`src/rtl/pio_cycle_pkg.sv`:
```
package pio_cycle_pkg;

  localparam int unsigned BUS_CTL_W = 7;
  localparam logic [BUS_CTL_W-1:0] BUS_IDLE = 7'h63;

  // Phase-level strobes from the control FSM to the datapath.
  typedef struct packed {
    logic latchReq;    // load the request and its timing set
    logic addrOn;      // chip selects and address presented
    logic strobeOn;    // the direction's strobe is low
    logic driveOn;     // write data may be driven
    logic capture;     // strobe rises at this edge
    logic stretchInc;  // one more ready-wait tick
  } ctlStrobe_t;

  typedef enum logic [2:0] {
    PH_IDLE,
    PH_SETUP,
    PH_ACTIVE,
    PH_STRETCH,
    PH_RECOVER
  } phase_t;

endpackage

```
`src/rtl/pio_iordy_sync.sv`:
```
module pio_iordy_sync #(
  parameter int unsigned STAGES = 2
) (
  input  logic clk,
  input  logic rstN,
  input  logic asyncIn,
  output logic syncOut
);

  logic [STAGES-1:0] stage;

  generate
    for (genvar i = 0; i < STAGES; i++) begin : g_stage
      if (i == 0) begin : g_first
        always_ff @(posedge clk or negedge rstN) begin
          if (!rstN) stage[0] <= 1'b0;
          else       stage[0] <= asyncIn;
        end
      end else begin : g_next
        always_ff @(posedge clk or negedge rstN) begin
          if (!rstN) stage[i] <= 1'b0;
          else       stage[i] <= stage[i-1];
        end
      end
    end
  endgenerate

  assign syncOut = stage[STAGES-1];

endmodule

```
`src/rtl/pio_cycle_ctrl.sv`:
```
module pio_cycle_ctrl
  import pio_cycle_pkg::*;
#(
  parameter int unsigned EXT_W = 9
) (
  input  logic             clk,
  input  logic             rstN,
  input  logic             reqValid,
  input  logic             iordySync,
  input  logic [EXT_W-1:0] setupLen,
  input  logic [EXT_W-1:0] actLen,
  input  logic [EXT_W-1:0] recLen,
  input  logic [1:0]       holdLen,
  input  logic             canStretch,
  input  logic             stretchLast,
  output ctlStrobe_t       ctl,
  output logic             busy,
  output logic             done
);

  phase_t           state, stateNxt;
  logic [EXT_W-1:0] cnt;
  logic [EXT_W-1:0] lenSel;
  logic             phaseEnd;
  logic             cntClr;
  logic             doneSet;

  always_comb begin
    unique case (state)
      PH_SETUP:   lenSel = setupLen;
      PH_ACTIVE:  lenSel = actLen;
      PH_RECOVER: lenSel = recLen;
      default:    lenSel = EXT_W'(1);
    endcase
    phaseEnd = ({1'b0, cnt} + (EXT_W+1)'(1)) >= {1'b0, lenSel};
  end

  always_comb begin
    ctl      = '0;
    stateNxt = state;
    cntClr   = 1'b0;
    doneSet  = 1'b0;
    unique case (state)
      PH_IDLE: begin
        if (reqValid) begin
          ctl.latchReq = 1'b1;
          stateNxt     = PH_SETUP;
          cntClr       = 1'b1;
        end
      end
      PH_SETUP: begin
        ctl.addrOn = 1'b1;
        if (phaseEnd) begin
          stateNxt = PH_ACTIVE;
          cntClr   = 1'b1;
        end
      end
      PH_ACTIVE: begin
        ctl.addrOn   = 1'b1;
        ctl.strobeOn = 1'b1;
        ctl.driveOn  = 1'b1;
        if (phaseEnd) begin
          cntClr = 1'b1;
          if (canStretch && !iordySync) begin
            stateNxt = PH_STRETCH;
          end else begin
            ctl.capture = 1'b1;
            stateNxt    = PH_RECOVER;
          end
        end
      end
      PH_STRETCH: begin
        ctl.addrOn     = 1'b1;
        ctl.strobeOn   = 1'b1;
        ctl.driveOn    = 1'b1;
        ctl.stretchInc = 1'b1;
        if (iordySync || stretchLast) begin
          ctl.capture = 1'b1;
          stateNxt    = PH_RECOVER;
          cntClr      = 1'b1;
        end
      end
      PH_RECOVER: begin
        ctl.addrOn  = 1'b1;
        ctl.driveOn = (cnt < EXT_W'(holdLen));
        if (phaseEnd) begin
          stateNxt = PH_IDLE;
          doneSet  = 1'b1;
        end
      end
      default: stateNxt = PH_IDLE;
    endcase
  end

  always_ff @(posedge clk or negedge rstN) begin
    if (!rstN) begin
      state <= PH_IDLE;
      cnt   <= '0;
      done  <= 1'b0;
    end else begin
      state <= stateNxt;
      done  <= doneSet;
      if (cntClr)                cnt <= '0;
      else if (state != PH_IDLE) cnt <= cnt + EXT_W'(1);
    end
  end

  assign busy = (state != PH_IDLE);

endmodule

```
`src/rtl/pio_cycle_dpath.sv`:
```
module pio_cycle_dpath
  import pio_cycle_pkg::*;
#(
  parameter int unsigned CNT_W     = 8,
  parameter int unsigned DATA_W    = 16,
  parameter int unsigned IORDY_CAP = 51,
  localparam int unsigned EXT_W    = CNT_W + 1
) (
  input  logic                 clk,
  input  logic                 rstN,
  input  ctlStrobe_t           ctl,
  input  logic                 reqWrite,
  input  logic                 reqIsReg,
  input  logic                 reqCtlBlk,
  input  logic [2:0]           reqAddr,
  input  logic [DATA_W-1:0]    reqWData,
  input  logic [CNT_W-1:0]     cfgSetup,
  input  logic [CNT_W-1:0]     cfgAct8,
  input  logic [CNT_W-1:0]     cfgCyc8,
  input  logic [CNT_W-1:0]     cfgRec8,
  input  logic [CNT_W-1:0]     cfgAct16,
  input  logic [CNT_W-1:0]     cfgCyc16,
  input  logic [CNT_W-1:0]     cfgRec16,
  input  logic [2:0]           cfgPioMode,
  input  logic                 cfgIordyEn,
  input  logic [DATA_W-1:0]    ddIn,
  output logic [BUS_CTL_W-1:0] busCtl,
  output logic [DATA_W-1:0]    ddOut,
  output logic                 ddOe,
  output logic [DATA_W-1:0]    rdData,
  output logic [EXT_W-1:0]     setupLen,
  output logic [EXT_W-1:0]     actLen,
  output logic [EXT_W-1:0]     recLen,
  output logic [1:0]           holdLen,
  output logic                 canStretch,
  output logic                 stretchLast
);

  localparam logic [EXT_W-1:0] CAP_V = EXT_W'(IORDY_CAP);

  function automatic logic [1:0] holdFor(input logic [2:0] mode);
    unique case (mode)
      3'd0:       return 2'd3;
      3'd1, 3'd2: return 2'd2;
      default:    return 2'd1;
    endcase
  endfunction

  function automatic logic [EXT_W-1:0] atLeastOne(input logic [EXT_W-1:0] v);
    return (v == '0) ? EXT_W'(1) : v;
  endfunction

  logic              writeQ, ctlBlkQ, iordyEnQ;
  logic [2:0]        addrQ;
  logic [DATA_W-1:0] wDataQ;
  logic [CNT_W-1:0]  setupQ, actQ, cycQ, recQ;
  logic [1:0]        holdQ;
  logic [EXT_W-1:0]  stretchQ;

  always_ff @(posedge clk or negedge rstN) begin
    if (!rstN) begin
      writeQ   <= 1'b0;
      ctlBlkQ  <= 1'b0;
      iordyEnQ <= 1'b0;
      addrQ    <= '0;
      wDataQ   <= '0;
      setupQ   <= '0;
      actQ     <= '0;
      cycQ     <= '0;
      recQ     <= '0;
      holdQ    <= '0;
      stretchQ <= '0;
      rdData   <= '0;
    end else begin
      if (ctl.latchReq) begin
        writeQ   <= reqWrite;
        ctlBlkQ  <= reqCtlBlk;
        iordyEnQ <= cfgIordyEn;
        addrQ    <= reqAddr;
        wDataQ   <= reqWData;
        setupQ   <= cfgSetup;
        actQ     <= reqIsReg ? cfgAct8 : cfgAct16;
        cycQ     <= reqIsReg ? cfgCyc8 : cfgCyc16;
        recQ     <= reqIsReg ? cfgRec8 : cfgRec16;
        holdQ    <= holdFor(cfgPioMode);
      end
      if (ctl.latchReq)        stretchQ <= '0;
      else if (ctl.stretchInc) stretchQ <= stretchQ + EXT_W'(1);
      if (ctl.capture && !writeQ) rdData <= ddIn;
    end
  end

  logic [EXT_W-1:0] stretchLimit, effActive, cycExt, recExt, cycRemain, recRaw;

  always_comb begin
    setupLen     = atLeastOne({1'b0, setupQ});
    actLen       = atLeastOne({1'b0, actQ});
    stretchLimit = (CAP_V > actLen) ? (CAP_V - actLen) : '0;
    canStretch   = iordyEnQ && (stretchLimit != '0);
    stretchLast  = ({1'b0, stretchQ} + (EXT_W+1)'(1)) >= {1'b0, stretchLimit};
    effActive    = actLen + stretchQ;
    cycExt       = {1'b0, cycQ};
    recExt       = {1'b0, recQ};
    cycRemain    = cycExt - effActive;
    recRaw       = ((cycExt > effActive) && (cycRemain > recExt)) ? cycRemain : recExt;
    recLen       = atLeastOne(recRaw);
    holdLen      = holdQ;
  end

  always_comb begin
    if (ctl.addrOn)
      busCtl = {~(ctl.strobeOn & writeQ), ~(ctl.strobeOn & ~writeQ), addrQ, ~ctlBlkQ, ctlBlkQ};
    else
      busCtl = BUS_IDLE;
  end

  assign ddOut = wDataQ;
  assign ddOe  = ctl.driveOn & writeQ;

endmodule

```
`src/rtl/pio_cycle_engine.sv`:
```
module pio_cycle_engine
  import pio_cycle_pkg::*;
#(
  parameter int unsigned CNT_W          = 8,
  parameter int unsigned DATA_W         = 16,
  parameter int unsigned SYNC_STAGES    = 2,
  parameter int unsigned IORDY_MAX_NS   = 1250,
  parameter int unsigned IORDY_FIRST_NS = 35,
  parameter int unsigned TICK_NS        = 25
) (
  input  logic              clk,
  input  logic              rstN,
  input  logic              reqValid,
  input  logic              reqWrite,
  input  logic              reqIsReg,
  input  logic              reqCtlBlk,
  input  logic [2:0]        reqAddr,
  input  logic [DATA_W-1:0] reqWData,
  input  logic [CNT_W-1:0]  cfgSetup,
  input  logic [CNT_W-1:0]  cfgAct8,
  input  logic [CNT_W-1:0]  cfgCyc8,
  input  logic [CNT_W-1:0]  cfgRec8,
  input  logic [CNT_W-1:0]  cfgAct16,
  input  logic [CNT_W-1:0]  cfgCyc16,
  input  logic [CNT_W-1:0]  cfgRec16,
  input  logic [2:0]        cfgPioMode,
  input  logic              cfgIordyEn,
  input  logic              iordy,
  input  logic [DATA_W-1:0] ddIn,
  output logic [6:0]        busCtl,
  output logic [DATA_W-1:0] ddOut,
  output logic              ddOe,
  output logic [DATA_W-1:0] rdData,
  output logic              busy,
  output logic              done
);

  localparam int unsigned EXT_W     = CNT_W + 1;
  localparam int unsigned IORDY_CAP = (IORDY_MAX_NS + IORDY_FIRST_NS) / TICK_NS;

  ctlStrobe_t       ctl;
  logic             iordySync;
  logic [EXT_W-1:0] setupLen, actLen, recLen;
  logic [1:0]       holdLen;
  logic             canStretch, stretchLast;

  pio_iordy_sync #(.STAGES(SYNC_STAGES)) u_sync (
    .clk     (clk),
    .rstN    (rstN),
    .asyncIn (iordy),
    .syncOut (iordySync)
  );

  pio_cycle_ctrl #(.EXT_W(EXT_W)) u_ctrl (
    .clk         (clk),
    .rstN        (rstN),
    .reqValid    (reqValid),
    .iordySync   (iordySync),
    .setupLen    (setupLen),
    .actLen      (actLen),
    .recLen      (recLen),
    .holdLen     (holdLen),
    .canStretch  (canStretch),
    .stretchLast (stretchLast),
    .ctl         (ctl),
    .busy        (busy),
    .done        (done)
  );

  pio_cycle_dpath #(
    .CNT_W     (CNT_W),
    .DATA_W    (DATA_W),
    .IORDY_CAP (IORDY_CAP)
  ) u_dpath (
    .clk         (clk),
    .rstN        (rstN),
    .ctl         (ctl),
    .reqWrite    (reqWrite),
    .reqIsReg    (reqIsReg),
    .reqCtlBlk   (reqCtlBlk),
    .reqAddr     (reqAddr),
    .reqWData    (reqWData),
    .cfgSetup    (cfgSetup),
    .cfgAct8     (cfgAct8),
    .cfgCyc8     (cfgCyc8),
    .cfgRec8     (cfgRec8),
    .cfgAct16    (cfgAct16),
    .cfgCyc16    (cfgCyc16),
    .cfgRec16    (cfgRec16),
    .cfgPioMode  (cfgPioMode),
    .cfgIordyEn  (cfgIordyEn),
    .ddIn        (ddIn),
    .busCtl      (busCtl),
    .ddOut       (ddOut),
    .ddOe        (ddOe),
    .rdData      (rdData),
    .setupLen    (setupLen),
    .actLen      (actLen),
    .recLen      (recLen),
    .holdLen     (holdLen),
    .canStretch  (canStretch),
    .stretchLast (stretchLast)
  );

endmodule

```
`config.mk`:
```
export PLATFORM = sky130hd
export DESIGN_NAME = pio_cycle_engine
export DESIGN_NICKNAME = d
export VERILOG_FILES = /design/src/rtl/pio_cycle_pkg.sv /design/src/rtl/pio_iordy_sync.sv /design/src/rtl/pio_cycle_ctrl.sv /design/src/rtl/pio_cycle_dpath.sv /design/src/rtl/pio_cycle_engine.sv
export SDC_FILE = /design/constraint.sdc
export NUM_CORES = 1
export LEC_CHECK = 0
export ABC_AREA = 1
export CAP_MARGIN = 20
export CORE_UTILIZATION = 42
export CTS_CLUSTER_SIZE = 30
export DETAILED_ROUTE_END_ITERATION = 10
export GPL_TIMING_DRIVEN = 0
export HOLD_SLACK_MARGIN = 0.1
export PLACE_DENSITY = 0.68
export SLEW_MARGIN = 20
export SYNTH_ARGS = -nofsm -noshare
export SYNTH_HDL_FRONTEND = slang
export SYNTH_SLANG_ARGS = --single-unit
```
`constraint.sdc`:
```
create_clock -name clk -period 8.02 [get_ports clk]
set_input_delay 1.604 -clock clk [delete_from_list [all_inputs] [get_ports clk]]
set_output_delay 1.604 -clock clk [all_outputs]
set_load 0.02 [all_outputs]
```
# Word-level counts from Yosys, hierarchy flattened
# Index checks and enable logic that the tools add are counted.
[word_totals]
out_inout_bits = 42
reg_bits = 96
in_bits = 102
wordCells = 104
[op_classes]
add_sub_neg = 7
n_bitwise = 7
n_reduce_logical = 21
eq_ne = 11
order_cmp = 6
mux = 35
[op_table]
columns = ["operator", "count"]
rows = [
  ["two-way mux 9 bit", 7],
  ["two-way mux 8 bit", 5],
  ["case mux 9 bit (3 select lines)", 1],
  ["adder 9 x 1 -> 10 bit, second input constant", 2],
  [">= comparator 10 x 9 -> 1 bit", 2],
  ["adder 9 x 1 -> 9 bit, second input constant", 2],
  ["two-way mux 3 bit", 6],
  ["logical NOT 8 bit", 2],
  ["case mux 3 bit (5 select lines)", 1],
  ["two-way mux 1 bit", 10],
  ["adder 9 bit", 1],
  ["== test 3 x 2 -> 1 bit, second input constant", 3],
  ["greater-than comparator 6 x 9 -> 1 bit, first input constant", 1],
  ["greater-than comparator 8 x 9 -> 1 bit", 1],
  ["greater-than comparator 9 x 8 -> 1 bit", 1],
  ["logical NOT 9 bit", 1],
  ["less-than comparator 9 x 2 -> 1 bit", 1],
  ["nonzero test 9 bit", 1],
  ["subtractor 6 x 9 -> 9 bit, first input constant", 1],
  ["subtractor 8 x 9 -> 9 bit", 1],
  ["inequality test 2 x 1 -> 1 bit, second input constant", 4],
  ["two-way mux 7 bit", 1],
  ["== test 3 x 1 -> 1 bit, second input constant", 2],
  ["logical NOT 3 bit", 2],
  ["other kinds (15)", 28],
]

# Depth between registers and ports, before layout
[depth]
depth_word = 14
mapped_depth = 51

# By module
# Synthesis repeated with hierarchy kept, for this count alone.
[hier_totals]
hier_cells = 807
area_unflattened_um2 = 6188.4
[modules_own_cells]
columns = ["module", "area_per_inst_um2", "instances", "cells_per_inst"]
rows = [
  ["pio_cycle_dpath", 4892.2, 1, 624],
  ["pio_cycle_ctrl", 1246.2, 1, 181],
  ["pio_iordy_sync", 50.0, 1, 2],
]

# Worst setup path after synthesis
# Ideal clock, no wire load.
[synth_timing]
path_kind = "flip-flop to flip-flop"
startpoint = "register u_dpath.actQ[2]"
endpoint = "register u_dpath.rdData[0]"
slack_ps = 2499
stages_incl_launch_ff = 48
t_arrival_ps = 5455
setup_ps = 66
path_cell_list = "dfrtp_1 -> inv_1 -> ha_1 -> inv_1 -> nor2_1 -> nand3_1 -> nand2_1 -> ha_1 -> fa_1 -> nand3_1 -> nand2_2 -> a31oi_1 -> xor2_1 -> ha_1 -> a21oi_1 -> a21boi_0 -> nand2_1 -> or2_2 -> [... 12 more ...] -> nand2_1 -> nand2_1 -> nand2_1 -> ha_1 -> inv_1 -> nand2_1 -> a21oi_1 -> o221ai_1 -> nand3_1 -> nand2_1 -> a21oi_2 -> clkinv_4 -> nand3_4 -> nand2_8 -> nand2_4 -> buf_6 -> nand2_1 -> nand2_1"
[synth_between]
elab_chain_len = 14
word_cells_on_any_way = 25
cone_classes = "add/sub (3); order compare (5); mux (9); reduce/logical (8)"
[synth_rtl]
columns = ["item", "line_no", "rtl"]
rows = [
  ["from (decl)", "pio_cycle_dpath.sv:56", "logic [CNT_W-1:0] setupQ, actQ, cycQ, recQ;"],
  ["from (signal assigned)", "pio_cycle_dpath.sv:82", "actQ <= reqIsReg ? cfgAct8 : cfgAct16;"],
  ["logical NOT 8 bit", "pio_cycle_dpath.sv:50", "return (v == '0) ? EXT_W'(1) : v;"],
  ["two-way mux 8 bit (*)", "pio_cycle_dpath.sv:50", ""],
  ["adder 9 bit", "pio_cycle_dpath.sv:101", "effActive = actLen + stretchQ;"],
  ["subtractor 8 x 9 -> 9 bit", "pio_cycle_dpath.sv:104", "cycRemain = cycExt - effActive;"],
  ["greater-than comparator 9 x 8 -> 1 bit", "pio_cycle_dpath.sv:105", "recRaw = ((cycExt > effActive) && (cycRemain > recExt)) ? cycRemain : recExt;"],
  ["logical AND 1 bit", "pio_cycle_dpath.sv:105", ""],
  ["two-way mux 9 bit", "pio_cycle_dpath.sv:105", ""],
  ["logical NOT 9 bit", "pio_cycle_dpath.sv:50", ""],
  ["two-way mux 9 bit", "pio_cycle_dpath.sv:50", ""],
  ["case mux 9 bit (3 select lines)", "pio_cycle_ctrl.sv:29", "unique case (state)"],
  [">= comparator 10 x 9 -> 1 bit", "pio_cycle_ctrl.sv:35", "phaseEnd = ({1'b0, cnt} + (EXT_W+1)'(1)) >= {1'b0, lenSel};"],
  ["two-way mux 1 bit", "pio_cycle_ctrl.sv:62", "if (phaseEnd) begin"],
  ["case mux 1 bit (2 select lines) (*)", "pio_cycle_ctrl.sv:43", "unique case (state)"],
  ["logical AND 1 bit (*)", "pio_cycle_dpath.sv:89", "if (ctl.capture && !writeQ) rdData <= ddIn;"],
  ["to (signal assigned)", "pio_cycle_dpath.sv:89", ""],
  ["to (decl)", "pio_cycle_dpath.sv:30", "output logic [DATA_W-1:0] rdData,"],
]
# Every way passes the cells marked *; elsewhere a longest branch is shown, timed or not.
# A chain may end at the register's enable or synchronous reset.

# Worst setup path in the final report
# Ends and elaborated chain as after synthesis.

==> impl_results.html <==
<table>
<tr><th>Metric</th><th>Value</th></tr>
<tr><th colspan="2">Status</th></tr>
<tr><td>Outcome</td><td>finished with violations</td></tr>
<tr><td>Failing checks</td><td>DRC</td></tr>
<tr><th colspan="2">Detailed routing</th></tr>
<tr><td>Drt wl/cell</td><td>13.9 µm</td></tr>
<tr><td>Top layer used by detailed routing</td><td>met4</td></tr>
<tr><td>First-pass iteration count of the detailed router</td><td>7</td></tr>
<tr><td>Detailed-route DRC error count</td><td>2</td></tr>
<tr><td>Post-route ant nets</td><td>0</td></tr>
<tr><td>Detail Route met3 WL</td><td>725 µm</td></tr>
<tr><td>Met2 wire length</td><td>7.18 mm</td></tr>
<tr><td>Mean number of vias per cell</td><td>4.92</td></tr>
<tr><td>DRC violation total after the first TritonRoute iteration</td><td>300</td></tr>
<tr><td>Total number of vias</td><td>5682</td></tr>
<tr><td>Final Routed Wirelength</td><td>16.0 mm</td></tr>
<tr><td>Met1 layer wirelength in the final routing</td><td>7.81 mm</td></tr>
<tr><th colspan="2">Clocking</th></tr>
<tr><td>Post-CTS Repair Setup Buffers</td><td>0</td></tr>
<tr><td>CTS Sinks</td><td>96</td></tr>
<tr><td>TritonCTS clock tree</td><td>built</td></tr>
<tr><td>Post-cts resize count</td><td>0</td></tr>
<tr><td>Buffer depth of the longest clock path</td><td>2</td></tr>
<tr><td>Insertion delay to the later sink of the worst-skew pair</td><td>0.36 ns</td></tr>
<tr><td>Cts-stage hold buffer count</td><td>0</td></tr>
<tr><td>Clock transition time at the flip-flop clock pins of the worst setup and hold paths</td><td>0.07 ns</td></tr>
<tr><td>Max H-tree Level</td><td>3</td></tr>
<tr><td>Cell at the root of the clock tree</td><td>clkbuf_16</td></tr>
<tr><td>Number of CTS-inserted buffers</td><td>9</td></tr>
<tr><th colspan="2">Power</th></tr>
<tr><td>Reported leakage power</td><td>4.14 nW</td></tr>
<tr><td>Peak supply drop</td><td>0.194 mV</td></tr>
<tr><td>Power density relative to cell area</td><td>411 nW/µm²</td></tr>
<tr><td>Total Power</td><td>3.38 mW</td></tr>
<tr><th colspan="2">Placement</th></tr>
<tr><td>Pre-CTS setup slack</td><td>1.60 ns</td></tr>
<tr><td>Placer congestion estimate</td><td>0.877</td></tr>
<tr><td>Inst Count DP</td><td>1140</td></tr>
<tr><td>Total placed instance area</td><td>7910 µm²</td></tr>
<tr><td>HPWL after detailed placement</td><td>12.5 mm</td></tr>
<tr><td>Input/output buffers</td><td>142</td></tr>
<tr><th colspan="2">Worst setup path</th></tr>
<tr><td>Crit. Startpoint</td><td>u_dpath.actQ[2]</td></tr>
<tr><td>Most frequent CP cell</td><td>nand2_1</td></tr>
<tr><td>Critical path type</td><td>reg -&gt; reg</td></tr>
<tr><td>Crit path arrival time</td><td>6.79 ns</td></tr>
<tr><td>Critical path data required time</td><td>8.31 ns</td></tr>
<tr><td>Delay of the slowest critical-path stage</td><td>0.41 ns</td></tr>
<tr><td>Reg2Reg Launch Point</td><td>u_dpath.actQ[2]</td></tr>
<tr><td>CP Max Fanout</td><td>10</td></tr>
<tr><td>Type of element capturing the critical path</td><td>register</td></tr>
<tr><td>Worst-path cell with the longest stage delay</td><td>fa_1</td></tr>
<tr><td>Type of origin of the critical path</td><td>register</td></tr>
<tr><th colspan="2">Timing</th></tr>
<tr><td>Final Slew Violations</td><td>0</td></tr>
<tr><td>Final critical path time including I/O delays and setup</td><td>6.51 ns</td></tr>
<tr><td>Final Hold Vio Count</td><td>0</td></tr>
<tr><td>Headroom to the max-slew limit</td><td>0.543</td></tr>
<tr><td>Max Clock Skew</td><td>0.00879 ns</td></tr>
<tr><td>Worst hold slack after final layout</td><td>0.375 ns</td></tr>
<tr><td>Share of the clock period used by the worst path</td><td>0.811</td></tr>
<tr><td>Setup repair after global routing missed its margin</td><td>no</td></tr>
<tr><td>Actual slew at the worst max-slew pin</td><td>0.686 ns</td></tr>
<tr><td>Final setup slack of the worst path</td><td>1.51 ns</td></tr>
<tr><td>Aggregate negative setup slack</td><td>0 ns</td></tr>
<tr><td>Number of setup violations in the final report</td><td>0</td></tr>
<tr><td>Maximum frequency from static timing analysis</td><td>154 MHz</td></tr>
<tr><th colspan="2">GRT</th></tr>
<tr><td>Number of global-route vias before repair</td><td>5348</td></tr>
<tr><td>Total GRT Usage</td><td>0.223</td></tr>
<tr><td>Pin count of the biggest net entering global routing</td><td>71</td></tr>
<tr><td>First-pass GRT wire length</td><td>26.3 mm</td></tr>
<tr><td>Overflow left after global routing</td><td>0</td></tr>
<tr><td>Number of antenna violations at the first check in global routing</td><td>0</td></tr>
<tr><th colspan="2">Yosys</th></tr>
<tr><td>Post-Synthesis Mean Instance Area</td><td>7.66 µm²</td></tr>
<tr><td>Yosys warning count</td><td>0</td></tr>
<tr><td>Count of cell types in the netlist</td><td>53</td></tr>
<tr><td>Post-synthesis register bit count</td><td>96</td></tr>
<tr><td>Synthesized Nets</td><td>964</td></tr>
<tr><td>Prevailing post-synth register cell</td><td>dfrtp_1</td></tr>
<tr><td>Cells after Synth</td><td>813</td></tr>
<tr><td>Share of synthesized flip-flops with an asynchronous set or reset</td><td>1.00</td></tr>
<tr><td>Number of enable-type register cells in the synthesized netlist</td><td>0</td></tr>
<tr><td>Part of the Yosys area used for sequential elements</td><td>0.386</td></tr>
<tr><td>Netlist Area Pre-Place</td><td>6230 µm²</td></tr>
<tr><th colspan="2">Final layout</th></tr>
<tr><td>Nets</td><td>1118</td></tr>
<tr><td>Post-Layout Inst Area</td><td>8220 µm²</td></tr>
<tr><td>Filler instances</td><td>1389</td></tr>
<tr><td>Share of post-route cells with drive strength above 1</td><td>0.0566</td></tr>
<tr><td>Area growth from synthesis to layout</td><td>31.9%</td></tr>
<tr><td>Number of non-filler instances in the completed layout</td><td>1156</td></tr>
<tr><td>Final Util</td><td>0.568</td></tr>
<tr><td>Antenna Cells</td><td>0</td></tr>
<tr><td>Area taken by multi-input logic gates</td><td>3270 µm²</td></tr>
<tr><td>Seq. cell area</td><td>2400 µm²</td></tr>
<tr><th colspan="2">Hold path</th></tr>
<tr><td>Path class of the lowest-slack min-delay path</td><td>reg -&gt; reg</td></tr>
<tr><td>Startpoint of the most critical hold path</td><td>u_sync.stage[0]</td></tr>
<tr><th colspan="2">Floorplan</th></tr>
<tr><td>Die Outline Area</td><td>15300 µm²</td></tr>
<tr><td>Initial cell density of the core</td><td>0.430</td></tr>
<tr><td>Die span in x</td><td>124 µm</td></tr>
<tr><td>Die height</td><td>124 µm</td></tr>
<tr><td># rows</td><td>44</td></tr>
<tr><td>Number of top-level pins</td><td>144</td></tr>
<tr><td>Core Footprint</td><td>14500 µm²</td></tr>
<tr><th colspan="2">Job</th></tr>
<tr><td>Maxcap violations</td><td>0</td></tr>
</table>
## sequential cells by signal, summed over array words and instances (netlist names), 2 cells and up
| register | flops |
|---|---|
| u_dpath.ddOut | 16 |
| u_dpath.rdData | 16 |
| u_ctrl.cnt | 9 |
| u_dpath.stretchQ | 9 |
| u_dpath.actQ | 8 |
| u_dpath.cycQ | 8 |
| u_dpath.recQ | 8 |
| u_dpath.setupQ | 8 |
| u_ctrl.state | 3 |
| u_dpath.addrQ | 3 |
| u_dpath.holdLen | 2 |
## critical path: cells and delay by family (launching register included)
kind,cells,cell delay [ns]
AND/OR/NAND/NOR,28,2.62
adder cells (fa/ha/maj),6,1.68
AO/OA/AOI/OAI,6,1.03
buffers and inverters,6,0.53
flip-flops,1,0.38
XOR/XNOR,1,0.21
## logic make-up (layout without fill, tap and decap cells)
family / after synthesis / count (layout) / synth area share
flip-flops: 96 / 96 / 0.386
other: 1 / 1 / 0.000602
AO/OA/AOI/OAI: 126 / 126 / 0.126
XOR/XNOR: 23 / 23 / 0.0323
buffers and inverters: 142 / 301 / 0.0890
AND/OR/NAND/NOR: 376 / 376 / 0.266
adder cells (fa/ha/maj): 49 / 49 / 0.101
## Yosys cell counts, types with 2 or more instances
master	n	area [µm²]
inv_2	3	11.3
nand4_1	11	68.8
or2_2	2	12.5
inv_1	111	417
clkinv_1	2	7.51
nand3_1	46	230
a21oi_1	24	120
nor4_1	2	12.5
nor2_1	21	78.8
nand2_2	7	43.8
nand3_2	3	30.0
a21oi_2	2	17.5
clkbuf_1	20	75.1
nand3b_1	5	37.5
buf_1	2	7.51
xnor2_1	3	26.3
nor3_1	7	35.0
a21boi_0	2	15.0
nand2_1	260	976
o21ai_2	2	17.5
o21ai_0	49	245
dfrtp_1	96	2400
ha_1	47	588
a31oi_1	2	12.5
o22ai_1	6	37.5
o221ai_1	6	52.6
o21ai_1	2	10.0
o211ai_1	21	158
fa_1	2	40.0
nor2_2	4	25.0
xor2_1	20	175
buf_6	2	22.5
## worst paths after layout
path                                      end  slack (ns)  cells after the start
max                         u_dpath.rdData[0]        1.51                     47
min                            u_sync.syncOut        0.37                      0
min in group asynchronous  u_dpath.rdData[11]        1.10                      1
min reg2reg                    u_sync.syncOut        0.37                      0
max in group asynchronous     u_dpath.cycQ[1]        6.29                      2
max reg2reg                 u_dpath.rdData[0]        1.51                     47
## cell type report
type | count | share of cell area
clock buffer | 9 | 0.0274
timing repair buffer | 143 | 0.176
clock inverter | 7 | 0.0102
buffer | 25 | 0.0134
sequential | 96 | 0.292
inverter | 117 | 0.0540
tap | 184 | 0.0280
multi-input combinational | 575 | 0.398
## power breakdown
group	switching, mW	leakage, nW	internal [mW]
Combinational	1.29	2.77	0.822
Sequential	0.136	1.22	0.673
Clock	0.210	0.155	0.249
## cells in the final DEF (no fill, tap or decap), drive strengths merged, types with 9 or more instances in the layout
cell type and instances:
a21oi 27, clkbuf 29, clkdlybuf4s50 141, dfrtp 96, ha 47, inv 119, nand2 269, nand3 50
nand4 12, nor2 25, nor3 9, o211ai 22, o21ai 53, xor2 20
## per-layer routing
layer,GRT usage,up-vias
met5,0,-
met4,0.0670,0
met3,0.0307,20
met2,0.343,125
met1,0.323,2582
li1,-,2955
No activity file was read; power rests on OpenSTA's default activity.
